`config.mk`:
```
export PLATFORM = sky130hd
export DESIGN_NAME = dram_refresh_sched
export DESIGN_NICKNAME = d
export VERILOG_FILES = /design/src/rtl/dref_pkg.sv /design/src/rtl/dref_timer.sv /design/src/rtl/dref_backlog.sv /design/src/rtl/dref_cbr_seq.sv /design/src/rtl/dram_refresh_sched.sv
export SDC_FILE = /design/constraint.sdc
export NUM_CORES = 1
export LEC_CHECK = 0
export CAP_MARGIN = 5
export CORE_MARGIN = 5
export CORE_UTILIZATION = 37
export CTS_CLUSTER_SIZE = 40
export DETAILED_ROUTE_END_ITERATION = 10
export GPL_TIMING_DRIVEN = 1
export RECOVER_POWER = 100
export SETUP_SLACK_MARGIN = 0.5
export SLEW_MARGIN = 25
export SYNTH_ARGS = -nofsm -noshare
export SYNTH_HDL_FRONTEND = slang
export SYNTH_SLANG_ARGS = --single-unit
```
`constraint.sdc`:
```
create_clock -name clk -period 2.2 [get_ports clk]
set_input_delay 0.66 -clock clk [delete_from_list [all_inputs] [get_ports clk]]
set_output_delay 0.66 -clock clk [all_outputs]
set_load 0.03 [all_outputs]
```
`src/rtl/dref_pkg.sv`:
```
package dref_pkg;

  typedef enum logic [1:0] {
    SQ_IDLE,
    SQ_CSR,
    SQ_ROW,
    SQ_PRE
  } seq_state_t;

  typedef enum logic [1:0] {
    TP_PAUSE,
    TP_IDLE,
    TP_REQ,
    TP_RUN
  } top_state_t;

endpackage

```
`src/rtl/dref_timer.sv`:
```
module dref_timer #(
  parameter int PAUSE_CYC    = 20000,
  parameter int INTERVAL_CYC = 1562
) (
  input  logic clk,
  input  logic rst,
  input  logic run_en,
  output logic pause_done,
  output logic tick
);
  localparam int PW = $clog2(PAUSE_CYC + 1);
  localparam int IW = $clog2(INTERVAL_CYC + 1);

  logic [PW-1:0] pcnt;
  logic [IW-1:0] icnt;

  // power-on pause, counted once after reset
  always_ff @(posedge clk) begin
    if (rst) begin
      pcnt       <= '0;
      pause_done <= 1'b0;
    end else if (!pause_done) begin
      if (pcnt == PW'(PAUSE_CYC - 1)) pause_done <= 1'b1;
      else                            pcnt       <= pcnt + 1'b1;
    end
  end

  // distributed refresh interval, only while initialised
  always_ff @(posedge clk) begin
    if (rst || !run_en) begin
      icnt <= '0;
      tick <= 1'b0;
    end else if (icnt == IW'(INTERVAL_CYC - 1)) begin
      icnt <= '0;
      tick <= 1'b1;
    end else begin
      icnt <= icnt + 1'b1;
      tick <= 1'b0;
    end
  end

  assert_tick_gated_R6: assert property (@(posedge clk) disable iff (rst)
    tick |-> $past(run_en));

  assert_pause_sticky_R2: assert property (@(posedge clk) disable iff (rst)
    $past(pause_done) |-> pause_done);

endmodule

```
`src/rtl/dref_backlog.sv`:
```
module dref_backlog #(
  parameter int URGENT_LEVEL = 8,
  parameter int LOST_LEVEL   = 32,
  parameter int PEND_W       = 6
) (
  input  logic              clk,
  input  logic              rst,
  input  logic              tick,
  input  logic              served,
  input  logic              clear,
  output logic [PEND_W-1:0] pend,
  output logic              urgent,
  output logic              lost
);
  logic [PEND_W-1:0] pend_nxt;

  always_comb begin
    pend_nxt = pend;
    if (clear)                                pend_nxt = '0;
    else if (tick && !served)                 pend_nxt = pend + 1'b1;
    else if (!tick && served && pend != '0)   pend_nxt = pend - 1'b1;
  end

  // flags are registered from the next count so they line up with pend
  always_ff @(posedge clk) begin
    if (rst) begin
      pend   <= '0;
      urgent <= 1'b0;
      lost   <= 1'b0;
    end else begin
      pend   <= pend_nxt;
      urgent <= (pend_nxt >= PEND_W'(URGENT_LEVEL));
      lost   <= (pend_nxt >= PEND_W'(LOST_LEVEL));
    end
  end

  assert_urgent_level_R7: assert property (@(posedge clk) disable iff (rst)
    urgent == (pend >= PEND_W'(URGENT_LEVEL)));

  assert_single_step_R7: assert property (@(posedge clk) disable iff (rst)
    !$past(clear) |-> (pend == $past(pend) || pend == $past(pend) + 1'b1 ||
                       pend == $past(pend) - 1'b1));

  assert_no_overflow_R8: assert property (@(posedge clk) disable iff (rst)
    pend <= PEND_W'(LOST_LEVEL));

endmodule

```
`src/rtl/dref_cbr_seq.sv`:
```
module dref_cbr_seq
  import dref_pkg::*;
#(
  parameter int CAS_LINES = 2,
  parameter int CSR_CYC   = 2,
  parameter int CHR_CYC   = 3,
  parameter int RAS_CYC   = 6,
  parameter int RP_CYC    = 4
) (
  input  logic                 clk,
  input  logic                 rst,
  input  logic                 start,
  output logic                 ras_n,
  output logic [CAS_LINES-1:0] cas_n,
  output logic                 bus_own,
  output logic                 done
);
  localparam int M1 = (CSR_CYC > RAS_CYC) ? CSR_CYC : RAS_CYC;
  localparam int M2 = (RP_CYC > M1) ? RP_CYC : M1;
  localparam int CW = $clog2(M2 + 1);

  seq_state_t    st;
  logic [CW-1:0] el;
  logic          ras_q;
  logic          cas_q;

  always_ff @(posedge clk) begin
    if (rst) begin
      st      <= SQ_IDLE;
      el      <= '0;
      ras_q   <= 1'b1;
      cas_q   <= 1'b1;
      bus_own <= 1'b0;
      done    <= 1'b0;
    end else begin
      done <= 1'b0;
      case (st)
        SQ_IDLE: if (start) begin
          st      <= SQ_CSR;
          el      <= '0;
          cas_q   <= 1'b0;
          bus_own <= 1'b1;
        end
        SQ_CSR: if (el == CW'(CSR_CYC - 1)) begin
          st    <= SQ_ROW;
          el    <= '0;
          ras_q <= 1'b0;
        end else el <= el + 1'b1;
        SQ_ROW: begin
          if (el == CW'(CHR_CYC - 1)) cas_q <= 1'b1;
          if (el == CW'(RAS_CYC - 1)) begin
            st    <= SQ_PRE;
            el    <= '0;
            ras_q <= 1'b1;
            cas_q <= 1'b1;
          end else el <= el + 1'b1;
        end
        SQ_PRE: if (el == CW'(RP_CYC - 1)) begin
          st      <= SQ_IDLE;
          el      <= '0;
          bus_own <= 1'b0;
          done    <= 1'b1;
        end else el <= el + 1'b1;
        default: st <= SQ_IDLE;
      endcase
    end
  end

  assign ras_n = ras_q;
  for (genvar g = 0; g < CAS_LINES; g++) begin : g_cas
    assign cas_n[g] = cas_q;
  end

  assert_cas_first_R4: assert property (@(posedge clk) disable iff (rst)
    $fell(ras_q) |-> (!cas_q && $past(!cas_q)));

  assert_quiet_unowned_R5: assert property (@(posedge clk) disable iff (rst)
    !bus_own |-> (ras_q && cas_q));

  assert_done_releases_R4: assert property (@(posedge clk) disable iff (rst)
    done |-> (!bus_own && $past(bus_own) && $past(ras_q)));

endmodule

```
`src/rtl/dram_refresh_sched.sv`:
```
module dram_refresh_sched
  import dref_pkg::*;
#(
  parameter int CLK_KHZ      = 100000,
  parameter int PAUSE_US     = 200,
  parameter int RETENTION_MS = 16,
  parameter int ROWS         = 1024,
  parameter int WAKE_CYCLES  = 8,
  parameter int CAS_LINES    = 2,
  parameter int CSR_CYC      = 2,
  parameter int CHR_CYC      = 3,
  parameter int RAS_CYC      = 6,
  parameter int RP_CYC       = 4,
  parameter int URGENT_LEVEL = 8,
  parameter int LOST_LEVEL   = 32
) (
  input  logic                 clk,
  input  logic                 rst,
  input  logic                 bus_grant,
  output logic                 ref_req,
  output logic                 ref_urgent,
  output logic                 own_bus,
  output logic                 ras_n,
  output logic [CAS_LINES-1:0] cas_n,
  output logic                 init_done
);
  localparam int PAUSE_CYC    = CLK_KHZ * PAUSE_US / 1000;
  localparam int INTERVAL_CYC = CLK_KHZ * RETENTION_MS / ROWS;
  localparam int PEND_W       = $clog2(LOST_LEVEL + 1);
  localparam int WW           = $clog2(WAKE_CYCLES + 1);

  top_state_t        st;
  logic [WW-1:0]     wake;
  logic              init_q;
  logic              req_q;
  logic              pause_done;
  logic              tick;
  logic              seq_start;
  logic              seq_done;
  logic              served;
  logic              lost;
  logic [PEND_W-1:0] pend;

  assign seq_start = (st == TP_REQ) && bus_grant;
  assign served    = seq_done && init_q;

  dref_timer #(
    .PAUSE_CYC   (PAUSE_CYC),
    .INTERVAL_CYC(INTERVAL_CYC)
  ) u_timer (
    .clk       (clk),
    .rst       (rst),
    .run_en    (init_q),
    .pause_done(pause_done),
    .tick      (tick)
  );

  dref_backlog #(
    .URGENT_LEVEL(URGENT_LEVEL),
    .LOST_LEVEL  (LOST_LEVEL),
    .PEND_W      (PEND_W)
  ) u_backlog (
    .clk   (clk),
    .rst   (rst),
    .tick  (tick && init_q),
    .served(served),
    .clear (lost),
    .pend  (pend),
    .urgent(ref_urgent),
    .lost  (lost)
  );

  dref_cbr_seq #(
    .CAS_LINES(CAS_LINES),
    .CSR_CYC  (CSR_CYC),
    .CHR_CYC  (CHR_CYC),
    .RAS_CYC  (RAS_CYC),
    .RP_CYC   (RP_CYC)
  ) u_seq (
    .clk    (clk),
    .rst    (rst),
    .start  (seq_start),
    .ras_n  (ras_n),
    .cas_n  (cas_n),
    .bus_own(own_bus),
    .done   (seq_done)
  );

  always_ff @(posedge clk) begin
    if (rst) begin
      st     <= TP_PAUSE;
      wake   <= '0;
      init_q <= 1'b0;
      req_q  <= 1'b0;
    end else begin
      case (st)
        TP_PAUSE: if (pause_done) begin
          st    <= TP_REQ;
          req_q <= 1'b1;
        end
        TP_IDLE: if (!init_q || pend != '0) begin
          st    <= TP_REQ;
          req_q <= 1'b1;
        end
        TP_REQ: if (bus_grant) st <= TP_RUN;
        TP_RUN: if (seq_done) begin
          st    <= TP_IDLE;
          req_q <= 1'b0;
          if (!init_q) begin
            if (wake == WW'(WAKE_CYCLES - 1)) begin
              init_q <= 1'b1;
              wake   <= '0;
            end else wake <= wake + 1'b1;
          end
        end
        default: st <= TP_IDLE;
      endcase
      // retention no longer guaranteed: rerun the wake-up burst
      if (lost) begin
        init_q <= 1'b0;
        wake   <= '0;
      end
    end
  end

  assign ref_req   = req_q;
  assign init_done = init_q;

  assert_strobe_owned_R5: assert property (@(posedge clk) disable iff (rst)
    (!ras_n || cas_n != '1) |-> own_bus);

  assert_grant_before_own_R5: assert property (@(posedge clk) disable iff (rst)
    $rose(own_bus) |-> ($past(ref_req) && $past(bus_grant)));

  assert_req_until_done_R5: assert property (@(posedge clk) disable iff (rst)
    $fell(ref_req) |-> $past(seq_done));

  assert_init_after_cycle_R3: assert property (@(posedge clk) disable iff (rst)
    $rose(init_done) |-> $past(seq_done));

  assert_urgent_needs_init_R8: assert property (@(posedge clk) disable iff (rst)
    ref_urgent |-> init_done);

endmodule

```
==> impl_metrics.yaml <==
run_status:
  status: "finished, final reports clean"
clock_tree:
  clk_pin_slew_worst_paths_ns: 0.09
  cts_tree: "built"
  h-tree-depth: 2
  clock_latency_ns: 0.31
  clkSinkCount: 53
  cts_buffers: 5
  cts.path.max_buffers: 2
  cts-root-buf: "clkbuf_8"
worst_hold_path:
  hold_path_depth: 2
  hp-class: "register to register"
  hold_path_end: "wake[3]$_SDFFE_PP0P_"
  hp-start: "wake[3]$_SDFFE_PP0P_"
finish:
  final_nets: 334
  drive_above_1_share: 0.0918
  fill_cells: 721
  multi_input_area_sq_um: 1490
  antennaDiodeCount: 0
  area_delta_synth_final_pct: 12.8
  regArea_sq_um: 1070
die:
  die_area_sq_um: 8880
  die_x_um: 94.2
  rows: 30
  die_h_um: 94.2
  io_pins: 10
  initial_utilization: 0.384
  core_area_sq_um: 6830
run:
  maxCapViolations: 0
worst_setup_path:
  path_buf_inv: 0
  cp_slowest_cell: "or3_4"
  reg2reg_setup_slack_ns: 0.31
  worstPathArrival_ns: 2.06
  rr_startpoint: "u_backlog.pend[2]$_SDFF_PP0_"
  path_class: "register to register"
  r2r_cells: 5
  start_kind: "register"
  crit_path_end_kind: "register"
  crit_family: "simple AND/OR/NAND/NOR gates"
  cp_data_required_time_ns: 2.38
  startpoint: "u_backlog.pend[2]$_SDFF_PP0_"
  crit_chain: "or3_4 > nor3_1 > a21oi_1 > a211oi_2 > a211oi_1"
  timing.rr.end: "st[1]$_SDFFE_PP0P_"
  max_stage_delay_ns: 0.41
  worstPathMaxFanout: 6
yosys:
  ys.flop_type: "dfxtp_1"
  synth_common_cells: "dfxtp_1, nor2_1, nand2_1"
  synthCells: 302
  yosysWarnings: 0
  yosysTopAreaCell: "dfxtp_1"
  synth_fp_nets: 321
  synthTopCellsByArea: "dfxtp_1, ha_1, nor2_1, xor2_1, xnor2_1"
  yosysMostFrequentCell: "dfxtp_1"
  synth_edf_count: 0
  postSynthAreaPerCell_sq_um: 8.69
  synth.top_cell.area_share: 0.404
  ys_types: 49
  synth_area_sq_um: 2630
  yosysSeqAreaShare: 0.404
  synthArstFlopShare: 0
  ys_ff_latch: 53
timing:
  drv_slew: 0
  clock.fmax_mhz: 530
  setup-violations-final: 0
  rsz0062_at_grt: "true"
  skew_ns: 0.00968
  fin_setup_tns_ns: 0
  relSlewSlack: 0.680
  hold_viol: 0
  tightest_slew_ns: 0.477
  worst_slack_ns: 0.314
  finalCriticalPeriod_ns: 1.89
  fin_crit_sh: 0.857
pwr:
  p_switching_mw: 0.554
  cellPowerDensity_nw_per_um2: 714
  p_int_mw: 1.56
  p_sw_frac: 0.262
  ir_drop_mv: 0.456
  power_mw: 2.12
  comb_power_share: 0.151
  cellLeakagePower_nw: 1.06
  power_frac_clock: 0.362
  sequentialPowerShare: 0.487
routing:
  routed_wl_um: 5010
  drtIter0Drc: 46
  drt-vias-per-instance: 4.94
  drc: 0
  routedWlPerCell_um: 12.2
  drtAntennaViolNets: 0
  drt_pass1_iterations: 4
  num_vias: 2037
grt:
  grt.met1_usage: 0.151
  globalRoute.busiestLayer: "met2"
  met3_usage: 0.0321
  antenna_found_initial: 0
  grt_max_degree: 20
  grt_overflow_total: 0
  grt_pass1_wl_um: 8820
  grt_pass1_vias: 1955
  grt_use_total: 0.123
  grtUsageMet2: 0.206
placement:
  dpl_worst_slack_ns: 0.0937
  gp_congestion: 0.763
  io_buffers: 9
  hpwl_um: 3570
## layout by cell type (no fill, tap or decap), drive strengths merged, types with 4 or more instances in the layout
master / Yosys / layout
dfxtp: 53 / 53
nor2: 50 / 50
nand2: 21 / 21
inv: 18 / 18
ha: 16 / 16
xor2: 15 / 15
nand3: 14 / 14
clkbuf: 6 / 14
xnor2: 12 / 12
o21ai: 10 / 10
nand4: 9 / 9
and3: 8 / 8
a21oi: 8 / 8
nor3: 5 / 5
mux2i: 5 / 5
buf: 3 / 4
## cells by family after synthesis
kind of cell | Yosys count | share of synthesized area
adder cells (fa/ha/maj) | 16 | 0.0763
buffers and inverters | 27 | 0.0443
flip-flops | 53 | 0.404
multiplexers | 6 | 0.0248
XOR/XNOR | 27 | 0.0901
AND/OR/NAND/NOR | 133 | 0.254
AO/OA/AOI/OAI | 40 | 0.107
## final cells by class
class,instances,share of cell area
clock buffers,5,0.0232
inverters,18,0.0228
multi-input cells,222,0.503
repair buffers,15,0.0283
flip-flops and latches,53,0.360
well taps,96,0.0406
clock inverters,3,0.0220
## metrics by stage
step                      std cells  hold WS, ns  utilization  cell area [sq um]
after floorplan                 302        0.433            -               2630
after global placement          404        0.444        0.414               2830
after detailed placement        404        0.460        0.414               2830
after CTS                       412        0.474        0.438               2990
after global routing            412        0.520        0.434               2960
final                           412        0.471        0.434               2960
## worst max path at each step
| stage | to | slack, ns | depth (start not counted) |
|---|---|---|---|
| final | st[1]$_SDFFE_PP0P_ | 0.31 | 5 |
| after global routing | st[1]$_SDFFE_PP0P_ | 0.21 | 5 |
| after CTS | cas_n[0] | 0.37 | 1 |
| after detailed placement | u_seq.st[0]$_SDFFE_PP0P_ | 0.09 | 5 |
| after global placement | u_seq.cas_q$_SDFFE_PP1P_ | 0.13 | 6 |
| after floorplan | u_timer.pcnt[3]$_SDFFE_PP0P_ | 0.58 | 6 |
## registers in the layout, summed over array words and instances (netlist names)
name	cells
u_timer.pcnt	15
u_timer.icnt	11
u_backlog.pend	6
wake	4
u_seq.el	3
st	2
u_seq.st	2
init_done	1
ref_req	1
u_backlog.lost	1
u_backlog.urgent	1
u_seq.bus_own	1
u_seq.cas_q	1
u_seq.done	1
u_seq.ras_n	1
u_timer.pause_done	1
u_timer.tick	1
## worst reg2reg max path, stage by stage, from the launching register on
cell and delay (ns):
dfxtp_1 0.39, or3_4 0.41, nor3_1 0.39, a21oi_1 0.20, a211oi_2 0.28, a211oi_1 0.10
## timing repair
| action | CTS | global route |
|---|---|---|
| endpoints found under the setup margin | 23 | 20 |
| gates cloned | 0 | 0 |
| pin swaps | 2 | 1 |
| gates resized for setup | 25 | 20 |
| hold buffers | 0 | 0 |
| setup buffers | 0 | 0 |
## per-layer routing
| metal | share of wire | up-vias |
|---|---|---|
| met5 | 0 | - |
| met4 | 0.013 | 0 |
| met3 | 0.019 | 6 |
| met2 | 0.48 | 10 |
| met1 | 0.49 | 952 |
| li1 | - | 1069 |
## power groups by stage
stage / clock [mW] / combinational, mW / sequential [mW]
2_1_floorplan: 0 / 0.233 / 1.06
3_3_place_gp: 0 / 0.362 / 1.05
3_5_place_dp: 0 / 0.361 / 1.05
4_1_cts: 0.793 / 0.347 / 1.03
5_1_grt: 0.839 / 0.349 / 1.04
6_report: 0.766 / 0.320 / 1.03
(Power assumes the default switching activity.)
